## src/rtl/i2c_reg_target_pkg.sv

```systemverilog
package i2c_reg_target_pkg;

  typedef enum logic [2:0] {
    ST_IDLE,
    ST_ADDR,
    ST_ADDR_ACK,
    ST_RX,
    ST_RX_ACK,
    ST_TX,
    ST_TX_ACK
  } busState_t;

  // strobes from control to the register datapath
  typedef struct packed {
    logic       setPtr;
    logic       writeReg;
    logic       incPtr;
    logic [7:0] byteVal;
  } dpStrobe_t;

endpackage

```

## src/rtl/i2c_reg_target_dp.sv

```systemverilog
module i2c_reg_target_dp
  import i2c_reg_target_pkg::*;
#(
  parameter int NUM_REGS   = 4,
  parameter bit SINGLE_REG = 1'b0
) (
  input  logic       clk,
  input  logic       rstN,
  input  dpStrobe_t  strobe,
  output logic       ptrValid,
  output logic [7:0] rdData
);

  localparam int PTR_W = $clog2(NUM_REGS + 1);
  localparam int IDX_W = (NUM_REGS > 1) ? $clog2(NUM_REGS) : 1;

  logic [PTR_W-1:0] ptr;
  logic [IDX_W-1:0] idx;
  logic [7:0]       regFile [NUM_REGS];

  generate
    if (SINGLE_REG) begin : gSingle
      assign ptr = '0;
      assign ptrValid = 1'b1;
    end else begin : gMulti
      always_ff @(posedge clk or negedge rstN) begin
        if (!rstN) begin
          ptr <= '0;
        end else if (strobe.setPtr) begin
          ptr <= strobe.byteVal[PTR_W-1:0];
        end else if (strobe.incPtr && (ptr < PTR_W'(NUM_REGS))) begin
          ptr <= ptr + 1'b1;
        end
      end
      assign ptrValid = (ptr < PTR_W'(NUM_REGS));
    end
  endgenerate

  assign idx = ptr[IDX_W-1:0];

  generate
    for (genvar g = 0; g < NUM_REGS; g++) begin : gReg
      always_ff @(posedge clk or negedge rstN) begin
        if (!rstN) begin
          regFile[g] <= 8'h00;
        end else if (strobe.writeReg && (idx == IDX_W'(g))) begin
          regFile[g] <= strobe.byteVal;
        end
      end
    end
  endgenerate

  assign rdData = ptrValid ? regFile[idx] : 8'hFF;

  // the pointer never runs past one beyond the last register
  assert_ptr_bound_R6: assert property (@(posedge clk) disable iff (!rstN)
    ptr <= PTR_W'(NUM_REGS));

  // a store never happens at an invalid pointer
  assert_wr_valid_R6: assert property (@(posedge clk) disable iff (!rstN)
    strobe.writeReg |-> ptrValid);

endmodule

```

## src/rtl/i2c_reg_target_ctrl.sv

```systemverilog
module i2c_reg_target_ctrl
  import i2c_reg_target_pkg::*;
#(
  parameter logic [6:0] DEV_ADDR   = 7'h2A,
  parameter int         NUM_REGS   = 4,
  parameter bit         SINGLE_REG = 1'b0
) (
  input  logic       clk,
  input  logic       rstN,
  input  logic       sclIn,
  input  logic       sdaIn,
  input  logic       ptrValid,
  input  logic [7:0] rdData,
  output dpStrobe_t  strobe,
  output logic       sdaPullLow
);

  logic [1:0] sclSync, sdaSync;
  logic       sclPrev, sdaPrev;
  logic       sclS, sdaS, sclRise, sclFall, startDet, stopDet;

  always_ff @(posedge clk or negedge rstN) begin
    if (!rstN) begin
      sclSync <= 2'b11;
      sdaSync <= 2'b11;
      sclPrev <= 1'b1;
      sdaPrev <= 1'b1;
    end else begin
      sclSync <= {sclSync[0], sclIn};
      sdaSync <= {sdaSync[0], sdaIn};
      sclPrev <= sclSync[1];
      sdaPrev <= sdaSync[1];
    end
  end

  assign sclS     = sclSync[1];
  assign sdaS     = sdaSync[1];
  assign sclRise  = sclS & ~sclPrev;
  assign sclFall  = ~sclS & sclPrev;
  assign startDet = sclS & sclPrev & sdaPrev & ~sdaS;
  assign stopDet  = sclS & sclPrev & ~sdaPrev & sdaS;

  busState_t  state;
  logic [3:0] bitCnt;
  logic [7:0] shiftReg;
  logic       isRead, firstByte, masterAck;
  logic       rxDone, ptrPhase, ptrOk, acceptRx, txLast;

  assign rxDone   = (state == ST_RX) && sclFall && (bitCnt == 4'd8);
  assign ptrPhase = firstByte && !SINGLE_REG;
  assign ptrOk    = ({24'd0, shiftReg} < 32'(NUM_REGS));
  assign acceptRx = ptrPhase ? ptrOk : ptrValid;
  assign txLast   = (state == ST_TX) && sclFall && (bitCnt == 4'd7);

  always_comb begin
    strobe.setPtr   = rxDone && ptrPhase && ptrOk;
    strobe.writeReg = rxDone && !ptrPhase && ptrValid;
    strobe.incPtr   = strobe.writeReg || txLast;
    strobe.byteVal  = shiftReg;
  end

  always_ff @(posedge clk or negedge rstN) begin
    if (!rstN) begin
      state      <= ST_IDLE;
      bitCnt     <= '0;
      shiftReg   <= '0;
      isRead     <= 1'b0;
      firstByte  <= 1'b0;
      masterAck  <= 1'b0;
      sdaPullLow <= 1'b0;
    end else if (stopDet) begin
      state      <= ST_IDLE;
      sdaPullLow <= 1'b0;
    end else if (startDet) begin
      state      <= ST_ADDR;
      bitCnt     <= '0;
      firstByte  <= 1'b1;
      sdaPullLow <= 1'b0;
    end else begin
      case (state)
        ST_ADDR, ST_RX: begin
          if (sclRise) begin
            shiftReg <= {shiftReg[6:0], sdaS};
            bitCnt   <= bitCnt + 1'b1;
          end else if (sclFall && bitCnt == 4'd8) begin
            if (state == ST_ADDR) begin
              if (shiftReg[7:1] == DEV_ADDR) begin
                state      <= ST_ADDR_ACK;
                isRead     <= shiftReg[0];
                sdaPullLow <= 1'b1;
              end else begin
                state <= ST_IDLE;
              end
            end else if (acceptRx) begin
              state      <= ST_RX_ACK;
              firstByte  <= 1'b0;
              sdaPullLow <= 1'b1;
            end else begin
              state <= ST_IDLE;
            end
          end
        end
        ST_ADDR_ACK: begin
          if (sclFall) begin
            bitCnt <= '0;
            if (isRead) begin
              state      <= ST_TX;
              shiftReg   <= rdData;
              sdaPullLow <= ~rdData[7];
            end else begin
              state      <= ST_RX;
              sdaPullLow <= 1'b0;
            end
          end
        end
        ST_RX_ACK: begin
          if (sclFall) begin
            state      <= ST_RX;
            bitCnt     <= '0;
            sdaPullLow <= 1'b0;
          end
        end
        ST_TX: begin
          if (sclFall) begin
            if (bitCnt == 4'd7) begin
              state      <= ST_TX_ACK;
              sdaPullLow <= 1'b0;
            end else begin
              shiftReg   <= {shiftReg[6:0], 1'b0};
              sdaPullLow <= ~shiftReg[6];
              bitCnt     <= bitCnt + 1'b1;
            end
          end
        end
        ST_TX_ACK: begin
          if (sclRise) begin
            masterAck <= ~sdaS;
          end else if (sclFall) begin
            if (masterAck) begin
              state      <= ST_TX;
              bitCnt     <= '0;
              shiftReg   <= rdData;
              sdaPullLow <= ~rdData[7];
            end else begin
              state <= ST_IDLE;
            end
          end
        end
        default: state <= ST_IDLE;
      endcase
    end
  end

  // acknowledge held low through the high phase of the 9th clock
  assert_ack_hold_R4: assert property (@(posedge clk) disable iff (!rstN)
    ((state == ST_ADDR_ACK) || (state == ST_RX_ACK)) && sclS |-> sdaPullLow);

  // outside start/stop handling the drive only moves with SCL low
  assert_sda_low_phase_R12: assert property (@(posedge clk) disable iff (!rstN)
    (sdaPullLow != $past(sdaPullLow)) && !$past(startDet) && !$past(stopDet)
      |-> !$past(sclS));

  // a stop leaves the target idle and released
  assert_stop_release_R13: assert property (@(posedge clk) disable iff (!rstN)
    stopDet |=> (state == ST_IDLE) && !sdaPullLow);

  // no drive while idle
  assert_idle_silent_R1: assert property (@(posedge clk) disable iff (!rstN)
    (state == ST_IDLE) |-> !sdaPullLow);

endmodule

```

## src/rtl/i2c_reg_target.sv

```systemverilog
module i2c_reg_target
  import i2c_reg_target_pkg::*;
#(
  parameter logic [6:0] DEV_ADDR   = 7'h2A,
  parameter int         NUM_REGS   = 4,
  parameter bit         SINGLE_REG = 1'b0
) (
  input  logic clk,
  input  logic rstN,
  input  logic sclIn,
  input  logic sdaIn,
  output logic sdaPullLow
);

  dpStrobe_t  strobe;
  logic       ptrValid;
  logic [7:0] rdData;

  i2c_reg_target_ctrl #(
    .DEV_ADDR  (DEV_ADDR),
    .NUM_REGS  (NUM_REGS),
    .SINGLE_REG(SINGLE_REG)
  ) uCtrl (
    .clk       (clk),
    .rstN      (rstN),
    .sclIn     (sclIn),
    .sdaIn     (sdaIn),
    .ptrValid  (ptrValid),
    .rdData    (rdData),
    .strobe    (strobe),
    .sdaPullLow(sdaPullLow)
  );

  i2c_reg_target_dp #(
    .NUM_REGS  (NUM_REGS),
    .SINGLE_REG(SINGLE_REG)
  ) uDp (
    .clk     (clk),
    .rstN    (rstN),
    .strobe  (strobe),
    .ptrValid(ptrValid),
    .rdData  (rdData)
  );

endmodule

```

## config.mk

```make
export PLATFORM = sky130hd
export DESIGN_NAME = i2c_reg_target
export DESIGN_NICKNAME = d
export VERILOG_FILES = /design/src/rtl/i2c_reg_target_pkg.sv /design/src/rtl/i2c_reg_target_dp.sv /design/src/rtl/i2c_reg_target_ctrl.sv /design/src/rtl/i2c_reg_target.sv
export SDC_FILE = /design/constraint.sdc
export NUM_CORES = 1
export LEC_CHECK = 0
export BUFFER_PORTS_ARGS = -buffer_cell sky130_fd_sc_hd__buf_2
export CAP_MARGIN = 40
export CORE_ASPECT_RATIO = 0.6
export CORE_MARGIN = 3
export CORE_UTILIZATION = 59
export CTS_BUF_LIST = sky130_fd_sc_hd__clkbuf_8
export DETAILED_ROUTE_END_ITERATION = 16
export PLACE_DENSITY = 0.78
export SKIP_LAST_GASP = 1
export SLEW_MARGIN = 20
export SYNTH_ARGS = -nofsm -noshare
export SYNTH_HDL_FRONTEND = slang
export SYNTH_HIERARCHICAL = 1
export SYNTH_SLANG_ARGS = --single-unit
```

## constraint.sdc

```tcl
create_clock -name clk -period 2.4 [get_ports clk]
set_clock_uncertainty 0.15 [all_clocks]
set_input_delay 0.24 -clock clk [delete_from_list [all_inputs] [get_ports clk]]
set_output_delay 0.24 -clock clk [all_outputs]
set_load 0.1 [all_outputs]
```

==> run_results.csv <==
group,metric,value,unit
finish,multi_input_area,0.00168,sq mm
drt,firstDrtPassIters,8,
timing,hold_violations,0,
synthesis,synth-seq-cells,60,
floorplan,core,0.00520,sq mm
placed_design,place_ws,0.104,ns
synthesis,synthTopCellsByArea,"dfrtp_1 (41%), mux2_2 (14%), mux2i_1 (6.1%)",
timing,layout_setup_ws,0.115,ns
placed_design,hpwl,5.03,mm
drt,drtIter0Drc,267,
power,clockPowerShare,0.311,
drt,postRouteAntennaNets,0,
timing,finalCritPeriodShare,0.952,
synthesis,yosys.cell_types.count,60,
synthesis,synth_edf_count,0,
drt,via_per_inst,6.38,
power,p_seq_frac,0.371,
synthesis,yosys.area.top_type,"dfrtp_1",
floorplan,rows,20,
placed_design,placed_area,0.00342,sq mm
timing,fin_crit,2.28,ns
placed_design,place.gp.congestion,0.890,
synthesis,syn_nets,306,
drt,drcViolationCount,0,
power,p_int,2400,uW
grt,grt.total_usage,0.257,
placed_design,port_buffers,4,
clock_network,h-tree-depth,3,
clock_network,tritoncts,"yes",
synthesis,avgSynthCellArea,11.0,sq um
grt,overflow,0,
synthesis,ys.flop_type,"dfrtp_1",
floorplan,start_util,0.628,
power,power_leakage,0.00173,uW
finish,final_core_utilization,0.715,
outcome,status,"complete, no violations",
floorplan,ios,5,
worst_setup_path,crit_fanout,14,
power,powerDensity,1010,mW/mm^2
floorplan,die_y,63.7,microns
clock_network,cts_root_buffer,"clkbuf_8",
finish,insertedDiodeCount,0,
floorplan,die_width,102,microns
timing,timing.hold.ws,0.207,ns
timing,tightestPinTransition,0.526,ns
clock_network,max-clock-path-buffers,2,
flow_run,max_cap_violations,0,
hold_path,hold_class,"flip-flop to flip-flop",
power,ir_drop,0.00106,V
timing,rsz0062_at_grt,"yes",
clock_network,cts_buffers,9,
synthesis,synth_cells,296,
drt,vias,2469,
worst_setup_path,worst-setup-path-type,"flip-flop to flip-flop",
worst_setup_path,required,2.47,ns
finish,num-fill-cells,365,
finish,area_delta_synth_final,13.9,%
synthesis,synth_async_sr_flop_share,1.00,
finish,drive_above_1_share,0.312,
power,pwr-share-comb,0.319,
drt,wl_per_cell,19.3,microns
timing,setup_viol,0,
synthesis,synth_area,0.00327,sq mm
worst_setup_path,critPathArrivalTime,2.36,ns
timing,drv_slew,0,
clock_network,cts_num_sinks,60,
grt,antenna_found_initial,0,
finish,final_area,0.00372,sq mm
finish,final_common_cell,"dfrtp_1",
worst_setup_path,critPathCaptureType,"flip-flop",
grt,grt_max_degree,61,
finish,seq_area,0.00151,sq mm
finish,nets,326,
grt,grt_pass1_wl,12.7,mm
worst_setup_path,startpoint_type,"flip-flop",
clock_network,path_clk_slew,0.08,ns
power,p_sw_frac,0.364,
timing,max_freq,438,MHz
power,power.switching,1370,uW
finish,final_cell_mix,"dfrtp_1 (53), mux2_2 (41), nand2_1 (35)",
synthesis,ys_warn_count,6,
clock_network,clk_latency,0.34,ns
synthesis,yosysSeqAreaShare,0.462,
floorplan,dieArea,0.00650,sq mm
synthesis,synth.top_cell.area_share,0.413,
timing,slew_headroom,0.647,
grt,grt_pass1_vias,2418,
drt,postRouteWirelength,7.46,mm
layout make-up:
| type | count | area share |
|---|---|---|
| Timing Repair Buffer | 22 | 0.0470 |
| Inverter | 6 | 0.00605 |
| Multi-Input combinational cell | 217 | 0.450 |
| Sequential cell | 60 | 0.406 |
| Tap cell | 66 | 0.0222 |
| Clock inverter | 5 | 0.0286 |
| Clock buffer | 11 | 0.0407 |
stage by stage:
step	std cells	total power [uW]	TNS (ns)
floorplan	296	2250	0
global route	387	3970	-0.0460
global placement	367	2520	0
finish	387	3770	0
CTS	386	3760	0
detailed placement	367	2550	0
kinds of logic (layout without fill, tap and decap cells):
logic type      count (synthesis)  count (layout)  share of synthesized area
simple gates                  100             100                      0.167
mux                            61              61                      0.203
flops                          60              60                      0.462
compound gates                 49              49                      0.113
buf+inv                        19              44                     0.0310
fa+ha+maj                       6               6                     0.0230
xor+xnor                        1               1                    0.00268
power by group through the flow:
| stage | clock, uW | sequential [uW] | combinational (uW) |
|---|---|---|---|
| after floorplan | 0 | 1320 | 928 |
| after global placement | 0 | 1390 | 1130 |
| after detailed placement | 0 | 1400 | 1160 |
| after CTS | 1190 | 1390 | 1180 |
| after global routing | 1240 | 1420 | 1300 |
| final | 1170 | 1400 | 1200 |
routing by layer:
layer / routed length [microns] / vias to the layer above / part of all wire / track usage
li1: - / 1112 / - / -
met1: 3720 / 1228 / 0.50 / 0.397
met2: 3050 / 111 / 0.41 / 0.350
met3: 573 / 18 / 0.077 / 0.0642
met4: 116 / 0 / 0.016 / 0.0818
met5: 0 / - / 0 / 0
cell usage after synthesis, drive strengths merged (2+ instances only):
| cell type | instances |
|---|---|
| nand2 | 39 |
| nand3 | 6 |
| nand2b | 10 |
| nor2b | 6 |
| dfstp | 6 |
| a22oi | 9 |
| o22ai | 3 |
| mux2i | 20 |
| ha | 6 |
| buf | 8 |
| nor3 | 5 |
| nor2 | 14 |
| a21boi | 2 |
| inv | 6 |
| mux2 | 41 |
| a31oi | 3 |
| or3 | 2 |
| nand3b | 2 |
| o211ai | 3 |
| o21ai | 11 |
| clkbuf | 5 |
| a21oi | 5 |
| and3b | 2 |
| nor4 | 2 |
| and2b | 2 |
| a31o | 2 |
| dfrtp | 54 |
registers in the layout, indices dropped and copies added (netlist names), 2 cells and up:
signal and count:
uDp/regFile 32, uCtrl/shiftReg 8, uCtrl/bitCnt 4, uCtrl/state 3
uDp/ptr 3, uCtrl/sclSync 2, uCtrl/sdaSync 2
worst max-delay path, stage by stage, from the launching register on:
cell and delay [ns]:
dfrtp_1 0.55, and2b_1 0.35, a21oi_1 0.12, o211a_1 0.25
nor3_4 0.35, mux2_2 0.39
worst paths after layout:
check	startpoint	end	cells past startpoint	slack, ns
max	uCtrl/state[2]	uCtrl/shiftReg[2]	5	0.12
min	uCtrl/sdaSync[0]	uCtrl/sdaSync[1]	0	0.21
max reg2reg	uCtrl/state[2]	uCtrl/shiftReg[2]	5	0.12
min reg2reg	uCtrl/sdaSync[0]	uCtrl/sdaSync[1]	0	0.21
max in group asynchronous	rstN	uCtrl/sclSync[1]	3	1.50
min in group asynchronous	rstN	uDp/regFile[26]	3	0.28
repair_timing:
item,4_1_cts,5_1_grt
endpoints found under the setup margin,0,18
setup buffers,0,1
hold buffers,3,0
resized for setup,0,2
endpoints found under the hold margin,56,0
Power figures use the tool's default switching activity.
